===== src/rtl/sadc_pkg.sv =====
package sadc_pkg;
    typedef enum logic [2:0] {
        ST_HOLDOFF,
        ST_IDLE,
        ST_SETUP,
        ST_SHIFT,
        ST_CONV,
        ST_RESP
    } ctl_state_e;
endpackage


===== src/rtl/sadc_tick_timer.sv =====
module sadc_tick_timer #(
    parameter int W = 6
) (
    input  logic         clk,
    input  logic         rst_n,
    input  logic         clear,
    input  logic         tick,
    input  logic [W-1:0] limit,
    output logic         done
);
    logic [W-1:0] cnt;

    always_ff @(posedge clk or negedge rst_n) begin
        if (!rst_n)
            cnt <= '0;
        else if (clear)
            cnt <= '0;
        else if (tick && (cnt != '1))
            cnt <= cnt + 1'b1;
    end

    assign done = (cnt >= limit);

    // counter only moves on a tick or a clear
    a_r6_count_on_tick: assert property (@(posedge clk) disable iff (!rst_n)
        !$past(tick) && !$past(clear) |-> $stable(cnt));
endmodule


===== src/rtl/sadc_sclk_gen.sv =====
module sadc_sclk_gen #(
    parameter int HALF = 4
) (
    input  logic clk,
    input  logic rst_n,
    input  logic run,
    output logic sclk,
    output logic rise,
    output logic fall
);
    localparam int CW = $clog2(HALF + 1);

    logic [CW-1:0] cnt;
    logic          wrap;

    assign wrap = (cnt == CW'(HALF - 1));
    assign rise = run && wrap && !sclk;
    assign fall = run && wrap && sclk;

    always_ff @(posedge clk or negedge rst_n) begin
        if (!rst_n) begin
            cnt  <= '0;
            sclk <= 1'b0;
        end else if (!run) begin
            cnt  <= '0;
            sclk <= 1'b0;
        end else if (wrap) begin
            cnt  <= '0;
            sclk <= !sclk;
        end else begin
            cnt <= cnt + 1'b1;
        end
    end

    // the serial clock never moves while stopped
    a_r4_clock_parked: assert property (@(posedge clk) disable iff (!rst_n)
        !$past(run) |-> !sclk);
endmodule


===== src/rtl/sadc_shift_unit.sv =====
module sadc_shift_unit #(
    parameter int N = 8
) (
    input  logic         clk,
    input  logic         rst_n,
    input  logic         load,
    input  logic [N-1:0] load_word,
    input  logic         rise,
    input  logic         fall,
    input  logic         ser_in,
    output logic         ser_out,
    output logic [N-1:0] rx_word,
    output logic         last
);
    localparam int BW = $clog2(N);

    logic [N-1:0]  tx;
    logic [BW-1:0] bit_cnt;

    assign ser_out = tx[N-1];
    assign last    = fall && (bit_cnt == BW'(N - 1));

    always_ff @(posedge clk or negedge rst_n) begin
        if (!rst_n) begin
            tx      <= '0;
            rx_word <= '0;
            bit_cnt <= '0;
        end else if (load) begin
            tx      <= load_word;
            rx_word <= '0;
            bit_cnt <= '0;
        end else begin
            if (rise)
                rx_word <= {rx_word[N-2:0], ser_in};
            if (fall) begin
                tx      <= {tx[N-2:0], 1'b0};
                bit_cnt <= bit_cnt + 1'b1;
            end
        end
    end
endmodule


===== src/rtl/sadc_host_ctrl.sv =====
module sadc_host_ctrl
    import sadc_pkg::*;
#(
    parameter int CHAN_W      = 5,
    parameter int DATA_W      = 8,
    parameter int CHAN_LIMIT  = 24,
    parameter int SCLK_HALF   = 4,
    parameter int SETUP_TICKS = 4,
    parameter int CONV_TICKS  = 32,
    parameter int GATED_SCLK  = 0
) (
    input  logic              clk,
    input  logic              rst_n,
    input  logic              conv_tick,
    input  logic              req_valid,
    output logic              req_ready,
    input  logic [CHAN_W-1:0] req_chan,
    output logic              rsp_valid,
    input  logic              rsp_ready,
    output logic [DATA_W-1:0] rsp_data,
    output logic              rsp_err,
    output logic              rsp_stale,
    output logic              adc_cs_n,
    output logic              adc_sclk,
    output logic              adc_di,
    input  logic              adc_do
);
    localparam int PAD_W    = DATA_W - CHAN_W;
    localparam int TICK_MAX = (CONV_TICKS > SETUP_TICKS) ? CONV_TICKS : SETUP_TICKS;
    localparam int TW       = $clog2(TICK_MAX + 2);

    ctl_state_e state, state_nxt;

    logic          accept, chan_ok;
    logic          t_clear, t_done;
    logic [TW-1:0] t_limit;
    logic          sclk_run, sclk_rise, sclk_fall;
    logic          frame_last;
    logic [DATA_W-1:0] rx_word;
    logic          cs_n_q, first_pend;

    assign accept  = req_valid && req_ready;
    assign chan_ok = ({1'b0, req_chan} < (CHAN_W + 1)'(CHAN_LIMIT));

    // ---------------- state register ----------------
    always_ff @(posedge clk or negedge rst_n) begin
        if (!rst_n)
            state <= ST_HOLDOFF;
        else
            state <= state_nxt;
    end

    // ---------------- next-state logic ----------------
    always_comb begin
        state_nxt = state;
        unique case (state)
            ST_HOLDOFF: if (t_done) state_nxt = ST_IDLE;
            ST_IDLE: begin
                if (accept) begin
                    if (!chan_ok)
                        state_nxt = ST_RESP;
                    else if (cs_n_q)
                        state_nxt = ST_SETUP;
                    else
                        state_nxt = ST_SHIFT;
                end
            end
            ST_SETUP:   if (t_done) state_nxt = ST_SHIFT;
            ST_SHIFT:   if (frame_last) state_nxt = ST_CONV;
            ST_CONV:    if (t_done) state_nxt = ST_RESP;
            ST_RESP:    if (rsp_ready) state_nxt = ST_IDLE;
            default:    state_nxt = ST_HOLDOFF;
        endcase
    end

    // ---------------- state-decoded outputs ----------------
    always_comb begin
        req_ready = (state == ST_IDLE);
        rsp_valid = (state == ST_RESP);
        sclk_run  = (state == ST_SHIFT);
        t_clear   = (state_nxt != state);
        t_limit   = (state == ST_SETUP) ? TW'(SETUP_TICKS) : TW'(CONV_TICKS);
    end

    // ---------------- chip select, response, stale flag ----------------
    always_ff @(posedge clk or negedge rst_n) begin
        if (!rst_n) begin
            cs_n_q     <= 1'b1;
            first_pend <= 1'b1;
            rsp_data   <= '0;
            rsp_err    <= 1'b0;
            rsp_stale  <= 1'b0;
        end else begin
            if (accept && !chan_ok) begin
                rsp_data  <= '0;
                rsp_err   <= 1'b1;
                rsp_stale <= 1'b0;
            end
            if (accept && chan_ok)
                cs_n_q <= 1'b0;
            if (frame_last) begin
                rsp_data   <= rx_word;
                rsp_err    <= 1'b0;
                rsp_stale  <= first_pend;
                first_pend <= 1'b0;
                if (GATED_SCLK == 0)
                    cs_n_q <= 1'b1;
            end
        end
    end

    assign adc_cs_n = cs_n_q;

    // ---------------- sub-blocks ----------------
    sadc_tick_timer #(.W(TW)) u_timer (
        .clk   (clk),
        .rst_n (rst_n),
        .clear (t_clear),
        .tick  (conv_tick),
        .limit (t_limit),
        .done  (t_done)
    );

    sadc_sclk_gen #(.HALF(SCLK_HALF)) u_sclk (
        .clk   (clk),
        .rst_n (rst_n),
        .run   (sclk_run),
        .sclk  (adc_sclk),
        .rise  (sclk_rise),
        .fall  (sclk_fall)
    );

    sadc_shift_unit #(.N(DATA_W)) u_shift (
        .clk       (clk),
        .rst_n     (rst_n),
        .load      (accept && chan_ok),
        .load_word ({req_chan, {PAD_W{1'b0}}}),
        .rise      (sclk_rise),
        .fall      (sclk_fall),
        .ser_in    (adc_do),
        .ser_out   (adc_di),
        .rx_word   (rx_word),
        .last      (frame_last)
    );

    // ---------------- checker counters for chip-select pulse widths ----------------
    logic [TW-1:0] low_ticks, high_ticks;

    always_ff @(posedge clk or negedge rst_n) begin
        if (!rst_n) begin
            low_ticks  <= '0;
            high_ticks <= '0;
        end else begin
            if (cs_n_q)
                low_ticks <= '0;
            else if (conv_tick && (low_ticks != '1))
                low_ticks <= low_ticks + 1'b1;
            if (!cs_n_q)
                high_ticks <= '0;
            else if (conv_tick && (high_ticks != '1))
                high_ticks <= high_ticks + 1'b1;
        end
    end

    // ---------------- assertions ----------------
    a_r1_holdoff_quiet: assert property (@(posedge clk) disable iff (!rst_n)
        (state == ST_HOLDOFF) |-> (adc_cs_n && !adc_sclk && !req_ready && !rsp_valid));

    a_r2_ready_only_idle: assert property (@(posedge clk) disable iff (!rst_n)
        req_ready |-> (!rsp_valid && !adc_sclk));

    a_r3_refused_no_pins: assert property (@(posedge clk) disable iff (!rst_n)
        (accept && !chan_ok) |=> (rsp_valid && rsp_err && $stable(adc_cs_n) && !adc_sclk));

    a_r4_di_stable: assert property (@(posedge clk) disable iff (!rst_n)
        $rose(adc_sclk) |-> $stable(adc_di));

    a_r6_cs_high_wait: assert property (@(posedge clk) disable iff (!rst_n)
        ((GATED_SCLK == 0) && $fell(adc_cs_n)) |-> ($past(high_ticks) >= TW'(CONV_TICKS)));

    a_r6_cs_high_in_conv: assert property (@(posedge clk) disable iff (!rst_n)
        ((GATED_SCLK == 0) && (state == ST_CONV)) |-> adc_cs_n);

    a_r7_cs_stays_low: assert property (@(posedge clk) disable iff (!rst_n)
        ((GATED_SCLK != 0) && !$past(adc_cs_n)) |-> !adc_cs_n);

    a_r7_sclk_low_conv: assert property (@(posedge clk) disable iff (!rst_n)
        (state == ST_CONV) |-> !adc_sclk);

    a_r8_cs_low_width: assert property (@(posedge clk) disable iff (!rst_n)
        $rose(adc_cs_n) |-> (low_ticks >= TW'(SETUP_TICKS)));

    a_r10_rsp_hold: assert property (@(posedge clk) disable iff (!rst_n)
        (rsp_valid && !rsp_ready) |=> (rsp_valid && $stable(rsp_data) &&
                                       $stable(rsp_err) && $stable(rsp_stale)));
endmodule


===== config.mk =====
export PLATFORM = sky130hd
export DESIGN_NAME = sadc_host_ctrl
export DESIGN_NICKNAME = d
export VERILOG_FILES = /design/src/rtl/sadc_pkg.sv /design/src/rtl/sadc_tick_timer.sv /design/src/rtl/sadc_sclk_gen.sv /design/src/rtl/sadc_shift_unit.sv /design/src/rtl/sadc_host_ctrl.sv
export SDC_FILE = /design/constraint.sdc
export NUM_CORES = 1
export LEC_CHECK = 0
export BUFFER_PORTS_ARGS = -buffer_cell sky130_fd_sc_hd__buf_2
export CAP_MARGIN = 20
export CORE_UTILIZATION = 62
export DETAILED_ROUTE_END_ITERATION = 8
export PLACE_DENSITY_LB_ADDON = 0.15
export SYNTH_ARGS = -nofsm -noshare
export SYNTH_HDL_FRONTEND = slang
export SYNTH_HIERARCHICAL = 1
export SYNTH_SLANG_ARGS = --single-unit

===== constraint.sdc =====
create_clock -name clk -period 4.3 [get_ports clk]
set_clock_uncertainty 0.15 [all_clocks]
set_input_delay 0.215 -clock clk [delete_from_list [all_inputs] [get_ports clk]]
set_output_delay 0.215 -clock clk [all_outputs]
set_load 0.05 [all_outputs]

==> flow_summary.yaml, run 1 <==
floorplan:
  initial_core_util_pct: 66.11
  die_w_um: 62.12
  ios: 26
  dieArea_um2: 3859
  rows: 21
  core_region_area_um2: 3390
  die_y_um: 62.12
global_route:
  antenna_found_initial: 0
  grt_max_degree: 45
  grt-ovfl-total: 0
  grt_pass1_vias: 1539
  grt_use_total_pct: 23.39
  grt_pass1_wl_mm: 6.975
placement:
  port_buffers: 25
  dp_slack_ns: 1.225
  dp_hpwl_mm: 2.862
  place.gp.congestion: 0.8241
  dp.cells: 290
finish:
  utilization_pct: 74.49
  multi_input_area_um2: 1044
  area_delta_synth_final_pct: 12.67
  fin_cells: 305
  drive_gt1_share_pct: 17.37
  fin_nets: 279
  fillers: 246
  layout_commonest_cell: "dfrtp_1"
  antenna_cells: 0
  layout_common_cells: "dfrtp_1, nand2_1, buf_2"
  final-seq-area_um2: 1104
clock_tree:
  clockRootBuffer: "clkbuf_4"
  htreeDepth: 2
  postCtsSetupBuffers: 0
  insertion_delay_ns: 0.35
  cts_tree: "yes"
  cts_sinks: 44
  cts_max_path_buffers: 2
  path_clk_slew_ns: 0.12
  cts_buffers: 5
drt:
  drt_iter0_markers: 115
  drc: 0
  firstDrtPassIters: 4
  vias: 1659
  postRouteWirelength_mm: 4.030
  drt-vias-per-instance: 5.439
  antenna_left: 0
  wl_per_cell_um: 13.21
outcome:
  status: "finished, final reports clean"
logic_synthesis:
  synth_seq_cells: 44
  netlist_area_um2: 2241
  ys_types: 44
  ys.warnings.count: 6
  synthCells: 222
  postSynthAreaPerCell_um2: 10.09
  synth.yosys.seq_area_share_pct: 49.25
critical_path:
  cp_max_fo: 23
  critPathKind: "register to register"
  regToRegEndpoint: "u_timer/cnt[1]"
  endpoint_kind: "register"
  ff2ff_setup_slack_ns: 1.19
  cp-start-kind: "register"
  crit_end: "u_timer/cnt[1]"
  crit_start: "state[2]"
  worst-endpoint-arrival_ns: 3.18
  worstPathRequired_ns: 4.37
  r2r_cells: 13
  regToRegStartpoint: "state[2]"
timing:
  setup-tns-final_ns: 0
  setup_slack_ns: 1.189
  max_freq_mhz: 321.5
  setup_viol: 0
  relSlewSlack_pct: 36.71
  post-route-period-util_pct: 72.34
  period_needed_ns: 3.111
  slew_viol_final: 0
  hold_viol: 0
  grt_setup_unrepaired: "no"
  tightest_slew_ns: 0.9494
pwr:
  switching_share_pct: 44.49
  p_per_area_nw_per_um2: 639.8
  peakVddDrop_uv: 335.3
  p_int_mw: 0.8967
  p_sw_mw: 0.7187
  clkPwrFrac_pct: 12.9
  seqPwrFrac_pct: 44.5
  power_leakage_nw: 1.190
  combinationalPowerShare_pct: 42.7
run:
  max_cap_viol_count: 0
worst_hold_path:
  hold_class: "primary input to register"
[cell type report]
type / instances / area share, %
clock buffers: 6 / 2.032
multi-input cells: 160 / 41.33
clock inverters: 2 / 0.3964
inverters: 13 / 1.933
repair buffers: 34 / 8.325
flip-flops and latches: 44 / 43.71
well taps: 46 / 2.279
[sequential cells by signal (all words and copies together) (netlist names)]
register / flops
u_timer/cnt: 6
rsp_stale: 1
u_sclk/cnt: 3
u_shift/bit_cnt: 3
u_shift/rx_word: 8
adc_cs_n: 1
u_shift/tx: 8
first_pend: 1
state: 3
rsp_data: 8
u_sclk/sclk: 1
rsp_err: 1
[synth_stat cells, drive strengths merged]
library cell	count	area share, %
dfrtp	42	47
nand2	26	4.4
o21ai	20	4.5
mux2i	17	7.6
nor2	17	2.8
inv	13	2.2
nand2b	11	3.1
ha	10	5.6
buf	9	2.7
nand3	6	1.6
and2	5	1.5
a211oi	4	1.3
a21o	4	1.4
a21oi	3	0.67
a31oi	3	0.84
nor2b	3	1.2
nor3	3	0.67
nor3b	3	1.0
a221oi	2	0.78
and3	2	0.61
clkbuf	2	0.34
dfstp	2	2.3
nand4	2	0.56
a222oi	1	0.45
a311o	1	0.50
a311oi	1	0.39
and3b	1	0.39
conb	1	0.17
nand3b	1	0.34
nor4bb	1	1.1
o21bai	1	0.34
o22ai	1	0.28
o311a	1	0.45
o311ai	1	0.39
or4	1	0.34
xnor2	1	0.39
[kinds of logic after synthesis]
| group | synth area share [%] |
|---|---|
| buffers and inverters | 5.193 |
| xor gates and xnor gates | 0.3909 |
| muxes | 7.593 |
| other | 0.1673 |
| and+or+nand+nor | 19.54 |
| AOI/OAI and AO/OA | 12.28 |
| adders and majority gates | 5.583 |
| DFF | 49.25 |
[what timing repair did]
action | CTS | global route
hold buffers | 7 | 0
resized for setup | 0 | 0
endpoints found under the setup margin | 0 | 0
endpoints found under the hold margin | 48 | 0
[power groups by stage]
| stage | Sequential, mW | Clock [mW] | Combinational [mW] |
|---|---|---|---|
| detailed placement | 0.727 | 0 | 0.687 |
| finish | 0.718 | 0.208 | 0.690 |
| global placement | 0.719 | 0 | 0.669 |
| global route | 0.745 | 0.228 | 0.770 |
| floorplan | 0.876 | 0 | 0.373 |
| CTS | 0.719 | 0.215 | 0.693 |
[per-stage QoR]
step	power [mW]	hold slack, ns	cell area [um2]
final	1.615	0.03396	2525
after CTS	1.628	0.008765	2525
after floorplan	1.248	-0.2306	2263
after global routing	1.743	0.02518	2525
after global placement	1.387	0.2669	2394
after detailed placement	1.415	0.2697	2394
[metal layers]
layer | track usage [%] | wire length [um] | vias up
li1 | - | - | 830
met1 | 32.60 | 2007 | 791
met2 | 34.89 | 1830 | 34
met3 | 4.779 | 139 | 4
met4 | 11.63 | 53 | 0
met5 | 0 | 0 | -
[worst max-delay path: stages (launching register included)]
cell      delay (ns)
dfrtp_1         0.47
inv_1           0.16
nand2_1         0.08
nor2_1          0.29
and3_1          0.21
buf_4           0.21
and2_2          0.40
and2_2          0.23
a221oi_1        0.07
o21ai_0         0.17
buf_4           0.18
nor2b_1         0.06
a31oi_1         0.16
o311ai_0        0.14
[worst min path at each step]
stage               startpoint        endpoint  slack (ns)  depth (start not counted)
finish               conv_tick  u_timer/cnt[2]        0.03                          2
floorplan                rst_n     rsp_data[0]       -0.23                          0
global placement         rst_n   u_shift/tx[5]        0.27                          1
global route         conv_tick  u_timer/cnt[2]        0.03                          2
CTS                  conv_tick  u_timer/cnt[2]       0.009                          2
detailed placement       rst_n   u_shift/tx[4]        0.27                          1
(Power assumes the default switching activity.)
==> run 2: changes to the inputs <==
--- a/config.mk
+++ b/config.mk
@@ -5,9 +5,10 @@
 export SDC_FILE = /design/constraint.sdc
 export NUM_CORES = 1
 export LEC_CHECK = 0
+export ABC_AREA = 1
 export BUFFER_PORTS_ARGS = -buffer_cell sky130_fd_sc_hd__buf_2
 export CAP_MARGIN = 20
-export CORE_UTILIZATION = 62
+export CORE_UTILIZATION = 52
 export DETAILED_ROUTE_END_ITERATION = 8
 export PLACE_DENSITY_LB_ADDON = 0.15
 export SYNTH_ARGS = -nofsm -noshare
==> constraint.sdc (replaced) <==
create_clock -name clk -period 2.6 [get_ports clk]
set_clock_uncertainty 0.15 [all_clocks]
set_input_delay 0.13 -clock clk [delete_from_list [all_inputs] [get_ports clk]]
set_output_delay 0.13 -clock clk [all_outputs]
set_load 0.05 [all_outputs]
==> run 2 against run 1 <==
  * Die area up 20%
  * Global-route usage down 1.8 points
  * Non-clock buffer count is 3 higher
  * Wire length rose by 6.3%
  * Clock power is 110% higher
  * Critical path depth grew 3
  * Via count is 9.2% higher
  * Sequential cell count unchanged
  * Hold slack got worse by 0.0064 ns
  * Sequential power up 38%
  * Clock-buffer cell count unchanged
  * Area after synthesis up 0.89%
  * Critical path type unchanged
  * Critical endpoint is now u_timer/cnt[3]
  * Largest power group unchanged
==> flow_summary.yaml, run 2 <==
outcome:
  status: "finished, final reports clean"
clock_tree:
  insertion_delay_ns: 0.30
  htreeDepth: 2
  clockRootBuffer: "clkbuf_8"
  cts_max_path_buffers: 2
  cts_tree: "yes"
  cts_sinks: 44
  path_clk_slew_ns: 0.08
  cts_buffers: 5
critical_path:
  path_buf_inv: 4
  critPathKind: "register to register"
  worst-endpoint-arrival_ns: 2.44
  critPathMaxStageDelay_ns: 0.44
  worst_path_most_repeated_cell: "nand2_1"
  cp-start-kind: "register"
  ff2ff_setup_slack_ns: 0.20
  cp_max_fo: 6
  regToRegStartpoint: "state[1]"
  crit_family: "simple AND/OR/NAND/NOR gates"
  path_cells: "inv_1 > nor2_1 > nand2_1 > inv_1 > inv_1 > ha_1 > nand2_1 > nor2_1 > o21ai_0 > o211ai_1 > o211ai_1 > nand3_1 > inv_2 > nand2_4 > nand2_1 > nand2_1"
  crit_slowest_cell: "dfrtp_1"
  worstPathRequired_ns: 2.64
  r2r_cells: 16
  regToRegEndpoint: "u_timer/cnt[3]"
  endpoint_kind: "register"
floorplan:
  rows: 23
  die_y_um: 67.94
  initial_core_util_pct: 55.33
  core_region_area_um2: 4086
  die_w_um: 67.94
  dieArea_um2: 4616
  ios: 26
global_route:
  grt_pass1_vias: 1632
  met1_usage_pct: 29.06
  grt-ovfl-total: 0
  grtUsageMet2_pct: 34.19
  grt_use_total_pct: 21.59
  grt_use_met3_pct: 5.000
  busiest_layer: "met2"
  grt_pass1_wl_mm: 7.369
  grt_max_degree: 45
  antenna_found_initial: 0
logic_synthesis:
  postSynthAreaPerCell_um2: 8.532
  netlist_area_um2: 2261
  ys_types: 32
  synth_top_area_cell: "dfrtp_1"
  synth-edff-count: 0
  synth_common_cells: "nand2_1, nand3_1, dfrtp_1"
  synth_top_area_share_pct: 46.49
  synth_compound_area_share_pct: 5.423
  yosys.area_share.simple_pct: 31.54
  synthArstFlopShare_pct: 100.0
  synth-xor-area-share_pct: 0
  ys.warnings.count: 6
  synth.area.top_cells: "dfrtp_1, nand2_1, nand3_1"
  synth.yosys.seq_area_share_pct: 48.81
  synth_top_family_by_area: "simple AND/OR/NAND/NOR gates"
  synthCells: 265
  synthMuxAreaShare_pct: 0
  synth_ff_type: "dfrtp_1"
  synth_most_common_cell: "nand2_1"
  synth_seq_cells: 44
  synthAdderAreaFrac_pct: 5.534
finish:
  largestRegisters: "rsp_data: 8 flops, u_shift/rx_word: 8 flops, u_shift/tx: 8 flops"
  fin_area_um2: 2624
  layout_commonest_cell: "nand2_1"
  antenna_cells: 0
  area_delta_synth_final_pct: 16.05
  fin_cells: 358
  fin_nets: 328
  drive_gt1_share_pct: 20.45
  layout_common_cells: "nand2_1, nand3_1, dfrtp_1"
pwr:
  power_mw: 2.426
  p_per_area_nw_per_um2: 924.7
  peakVddDrop_uv: 496.4
  power_leakage_nw: 1.417
timing:
  setup-tns-final_ns: 0
  post-route-period-util_pct: 92.38
  max_freq_mhz: 416.4
  setup_viol: 0
  period_needed_ns: 2.402
  holdWs_ns: 0.02754
  grt_setup_unrepaired: "no"
  hold_viol: 0
  slew_viol_final: 0
drt:
  antenna_left: 0
  vias: 1812
  drt_iter0_markers: 110
  postRouteWirelength_mm: 4.285
  drc: 0
  drt-vias-per-instance: 5.061
  wl_per_cell_um: 11.97
  firstDrtPassIters: 4
worst_hold_path:
  hold_start: "conv_tick"
  hold_class: "primary input to register"
  whs_endpoint: "u_timer/cnt[4]"
  holdPathStages: 3
run:
  max_cap_viol_count: 0
placement:
  dp.cells: 342
  placed_area_um2: 2441
  dp_hpwl_mm: 2.971
  port_buffers: 25
  place.gp.congestion: 0.8551
## run 2: cell types whose count changed in the layout (fill, tap and decap cells not counted), sizes merged, moves of 4 or more
cell	delta
a21o	-4
nand2b	-11
and2	-5
o21ai	-11
nand2	+50
mux2i	-17
a211oi	-4
inv	+21
nand3	+41
## run 2: how the worst max path moves through the flow
stage           startpoint             end  cells after the start
2_1_floorplan  u_sclk/sclk  u_timer/cnt[0]                     14
3_3_place_gp      state[1]  u_timer/cnt[3]                     16
3_5_place_dp      state[1]  u_timer/cnt[3]                     16
4_1_cts           state[1]  u_timer/cnt[3]                     16
5_1_grt           state[1]  u_timer/cnt[3]                     16
6_report          state[1]  u_timer/cnt[3]                     16
## run 2: metrics by stage
stage / setup slack, ns / utilization [%]
after floorplan: 0.1861 / -
after global placement: 0.1904 / 59.74
after detailed placement: 0.1715 / 59.74
after CTS: 0.1472 / 63.72
after global routing: 0.06693 / 64.21
final: 0.1982 / 64.21
## run 2: worst reg2reg max path, delay by kind of cell, from the launching register on
kind / cells / cell delay (ns)
AO/OA/AOI/OAI: 3 / 0.32
adder cells (fa/ha/maj): 1 / 0.28
buffers and inverters: 4 / 0.37
flip-flops: 1 / 0.44
AND/OR/NAND/NOR: 8 / 0.71
## run 2: logic make-up after synthesis
group / Yosys count
AO/OA/AOI/OAI: 18
flip-flops: 44
AND/OR/NAND/NOR: 149
other: 1
adder cells (fa/ha/maj): 10
buffers and inverters: 43
## run 2: metal layers
| metal | vias to the layer above | share of wire, % |
|---|---|---|
| li1 | 931 | - |
| met1 | 851 | 50 |
| met2 | 26 | 46 |
| met5 | - | 0 |
| met4 | 0 | 1.2 |
| met3 | 4 | 2.8 |
## run 2: final cells by class
type	count	area (um2)
fillers	354	1463
flip-flops and latches	44	1104
multi-input cells	184	987.2
repair buffers	37	245.2
inverters	35	132.6
clock buffers	6	82.58
well taps	50	62.56
clock inverters	2	10.01
## run 2: power by group
part / switching [mW] / leakage (nW) / total (mW) / internal [mW]
logic: 0.703 / 0.795 / 0.991 / 0.288
registers: 0.125 / 0.572 / 0.994 / 0.869
clock network: 0.229 / 0.0510 / 0.441 / 0.212
## run 2: what timing repair did
| item | 4_1_cts | 5_1_grt |
|---|---|---|
| hold endpoints to repair | 48 | 0 |
| buffers inserted | 0 | 0 |
| gates resized for setup | 0 | 2 |
| hold buffers | 7 | 0 |
| setup endpoints to repair | 0 | 2 |
==> run 3: changes to the inputs <==
--- a/config.mk
+++ b/config.mk
@@ -8,10 +8,11 @@
 export ABC_AREA = 1
 export BUFFER_PORTS_ARGS = -buffer_cell sky130_fd_sc_hd__buf_2
 export CAP_MARGIN = 20
-export CORE_UTILIZATION = 52
+export CORE_UTILIZATION = 53
+export CTS_BUF_LIST = sky130_fd_sc_hd__clkbuf_8
+export CTS_CLUSTER_DIAMETER = 50
 export DETAILED_ROUTE_END_ITERATION = 8
 export PLACE_DENSITY_LB_ADDON = 0.15
 export SYNTH_ARGS = -nofsm -noshare
 export SYNTH_HDL_FRONTEND = slang
-export SYNTH_HIERARCHICAL = 1
 export SYNTH_SLANG_ARGS = --single-unit
==> run 3 against run 2 <==
  * Clock-buffer cell count did not move
  * First-iteration DRC count fell by 26%
  * Synthesized cell count fell by 22%
  * Sequential cell count fell by 3
  * Via count fell by 21%
  * Wire length fell by 17%
  * Setup slack improved by 0.58 ns
  * Sequential power fell by 3.6%
  * Largest power group is now combinational logic
  * Critical path type unchanged
  * Largest cell class unchanged
==> flow_summary.yaml, run 3 <==
outcome:
  status: "finished, final reports clean"
clock_tree:
  htreeDepth: 2
  path_clk_slew_ns: 0.08
  cts_max_path_buffers: 2
  clockRootBuffer: "clkbuf_8"
  cts_sinks: 41
  insertion_delay_ns: 0.29
  cts_tree: "yes"
  cts_resized: 0
  cts_buffers: 5
logic_synthesis:
  synth_top_area_cell: "dfrtp_1"
  synth_most_common_cell: "dfrtp_1"
  synth_common_cells: "dfrtp_1, nand2_1, inv_1"
  synth.area.top_cells: "dfrtp_1, nand2_1, inv_1"
  syn-num-nets: 222
  synth_seq_cells: 41
  synthArstFlopShare_pct: 100.0
  ys.warnings.count: 0
  ys_types: 25
  synth_top_family_by_area: "simple AND/OR/NAND/NOR gates"
  netlist_area_um2: 1878
  synth_top_area_share_pct: 51.97
  synthCells: 206
  yosys.area_share.simple_pct: 23.45
  synthMuxAreaShare_pct: 0
  postSynthAreaPerCell_um2: 9.117
  synth_compound_area_share_pct: 9.327
  synth-edff-count: 0
  synth.yosys.seq_area_share_pct: 54.76
  synth_ff_type: "dfrtp_1"
  synthAdderAreaFrac_pct: 3.331
  synth-xor-area-share_pct: 1.865
timing:
  slew_viol_final: 0
  holdWs_ns: 0.03170
  setup-tns-final_ns: 0
  tightest_slew_ns: 0.8751
  grt_setup_unrepaired: "no"
  setup_viol: 0
  period_needed_ns: 1.827
  post-route-period-util_pct: 70.25
  hold_viol: 0
  relSlewSlack_pct: 41.66
  max_freq_mhz: 547.5
finish:
  fin_nets: 258
  fin_cells: 289
  antenna_cells: 0
  layout_commonest_cell: "dfrtp_1"
  drive_gt1_share_pct: 21.40
  fillers: 306
  layout_common_cells: "dfrtp_1, nand2_1, inv_1"
  largestRegisters: "rsp_data: 8 flops, u_shift.rx_word: 8 flops, u_timer.cnt: 6 flops"
  area_delta_synth_final_pct: 18.99
global_route:
  grt_max_degree: 42
  grt_pass1_vias: 1268
  grt_pass1_wl_mm: 5.678
  antenna_found_initial: 0
  grt_use_total_pct: 21.45
  grt-ovfl-total: 0
pwr:
  power_mw: 2.541
  seqPwrFrac_pct: 37.7
  p_per_area_nw_per_um2: 1137
  power_leakage_nw: 1.158
  clkPwrFrac_pct: 20.5
  combinationalPowerShare_pct: 41.8
  switching_share_pct: 43.39
  p_sw_mw: 1.102
  peakVddDrop_uv: 512.0
  p_int_mw: 1.439
drt:
  wl_met2_mm: 1.622
  postRouteWirelength_mm: 3.563
  wl_met3_um: 161
  vias: 1435
  top_layer_used: "met4"
  wl_per_cell_um: 12.33
  wl_met1_mm: 1.720
  antenna_left: 0
  drc: 0
  drt-vias-per-instance: 4.965
  firstDrtPassIters: 4
  drt_iter0_markers: 81
floorplan:
  dieArea_um2: 3785
  core_region_area_um2: 3363
  rows: 21
  die_w_um: 61.53
  ios: 26
  initial_core_util_pct: 55.84
  die_y_um: 61.53
placement:
  place.gp.congestion: 0.8698
  dp_hpwl_mm: 2.402
  dp.cells: 274
  port_buffers: 25
critical_path:
  cp_max_fo: 24
  cp-start-kind: "register"
  endpoint_kind: "register"
  worstPathRequired_ns: 2.68
  critPathKind: "register to register"
  worst-endpoint-arrival_ns: 1.90
run:
  max_cap_viol_count: 0
worst_hold_path:
  hold_class: "primary input to register"
[run 3: cell count changes after synthesis, moves of 5 or more]
cell     change
ha_1         -5
nand2_1     -38
nand2_2      +7
nand3_1     -22
o21ai_0     +10
o22ai_1      +7
[run 3: what timing repair did]
action	in CTS	in global routing
hold buffers	7	0
buffers inserted	0	0
endpoints found under the hold margin	45	0
[run 3: worst paths after layout]
check | from | endpoint | slack, ns | cells after the start
worst max-delay path | u_sclk.cnt[0] | u_timer.cnt[0] | 0.77 | 9
worst min-delay path | conv_tick | u_timer.cnt[1] | 0.03 | 5
worst max register to register | u_sclk.cnt[0] | u_timer.cnt[0] | 0.77 | 9
worst min register to register | u_sclk.cnt[0] | u_sclk.cnt[0] | 0.29 | 1
max in group asynchronous | rst_n | rsp_data[5] | 1.41 | 2
min in group asynchronous | rst_n | u_timer.cnt[4] | 0.33 | 2
[run 3: per-stage QoR]
stage               instance area [um2]  setup slack [ns]  util, %
floorplan                          1878            0.7335        -
global placement                   2048            0.8235    60.90
detailed placement                 2048            0.7642    60.90
CTS                                2235            0.7426    66.44
global route                       2235            0.5630    66.44
finish                             2235            0.7735    66.44
[run 3: cells by family after synthesis]
| family | count (synthesis) |
|---|---|
| buffers and inverters | 36 |
| adder cells (fa/ha/maj) | 5 |
| AND/OR/NAND/NOR | 89 |
| XOR/XNOR | 4 |
| flip-flops | 41 |
| AO/OA/AOI/OAI | 31 |
[run 3: routing by layer]
| layer | vias to the layer above | global-route usage, % |
|---|---|---|
| met5 | - | 0 |
| met4 | 0 | 7.619 |
| met3 | 8 | 6.303 |
| met2 | 30 | 33.03 |
| met1 | 661 | 29.06 |
| li1 | 736 | - |
[run 3: layout make-up]
class	instances	area [um2]	area share (%)
sequential	41	1028	46.02
multi-input combinational	129	713.2	31.91
timing repair buffer	32	195.2	8.735
inverter	33	123.9	5.543
clock buffer	6	82.58	3.695
tap	46	57.56	2.576
clock inverter	2	33.78	1.512
[run 3: worst max-delay path: stages (launching register included)]
cell and delay, ns:
dfrtp_1 0.35, ha_1 0.14, inv_1 0.05, nor2_1 0.19, nand4_4 0.32, nand2_2 0.18
nand3_2 0.09, nand2_2 0.09, nand3_4 0.09, nor2_1 0.11
[run 3: power by group through the flow]
stage	Clock, mW	Sequential [mW]	Combinational (mW)
after floorplan	0	1.27	0.509
after global placement	0	0.966	1.04
after detailed placement	0	0.970	1.05
after CTS	0.531	0.959	1.07
after global routing	0.559	0.981	1.17
final	0.520	0.958	1.06
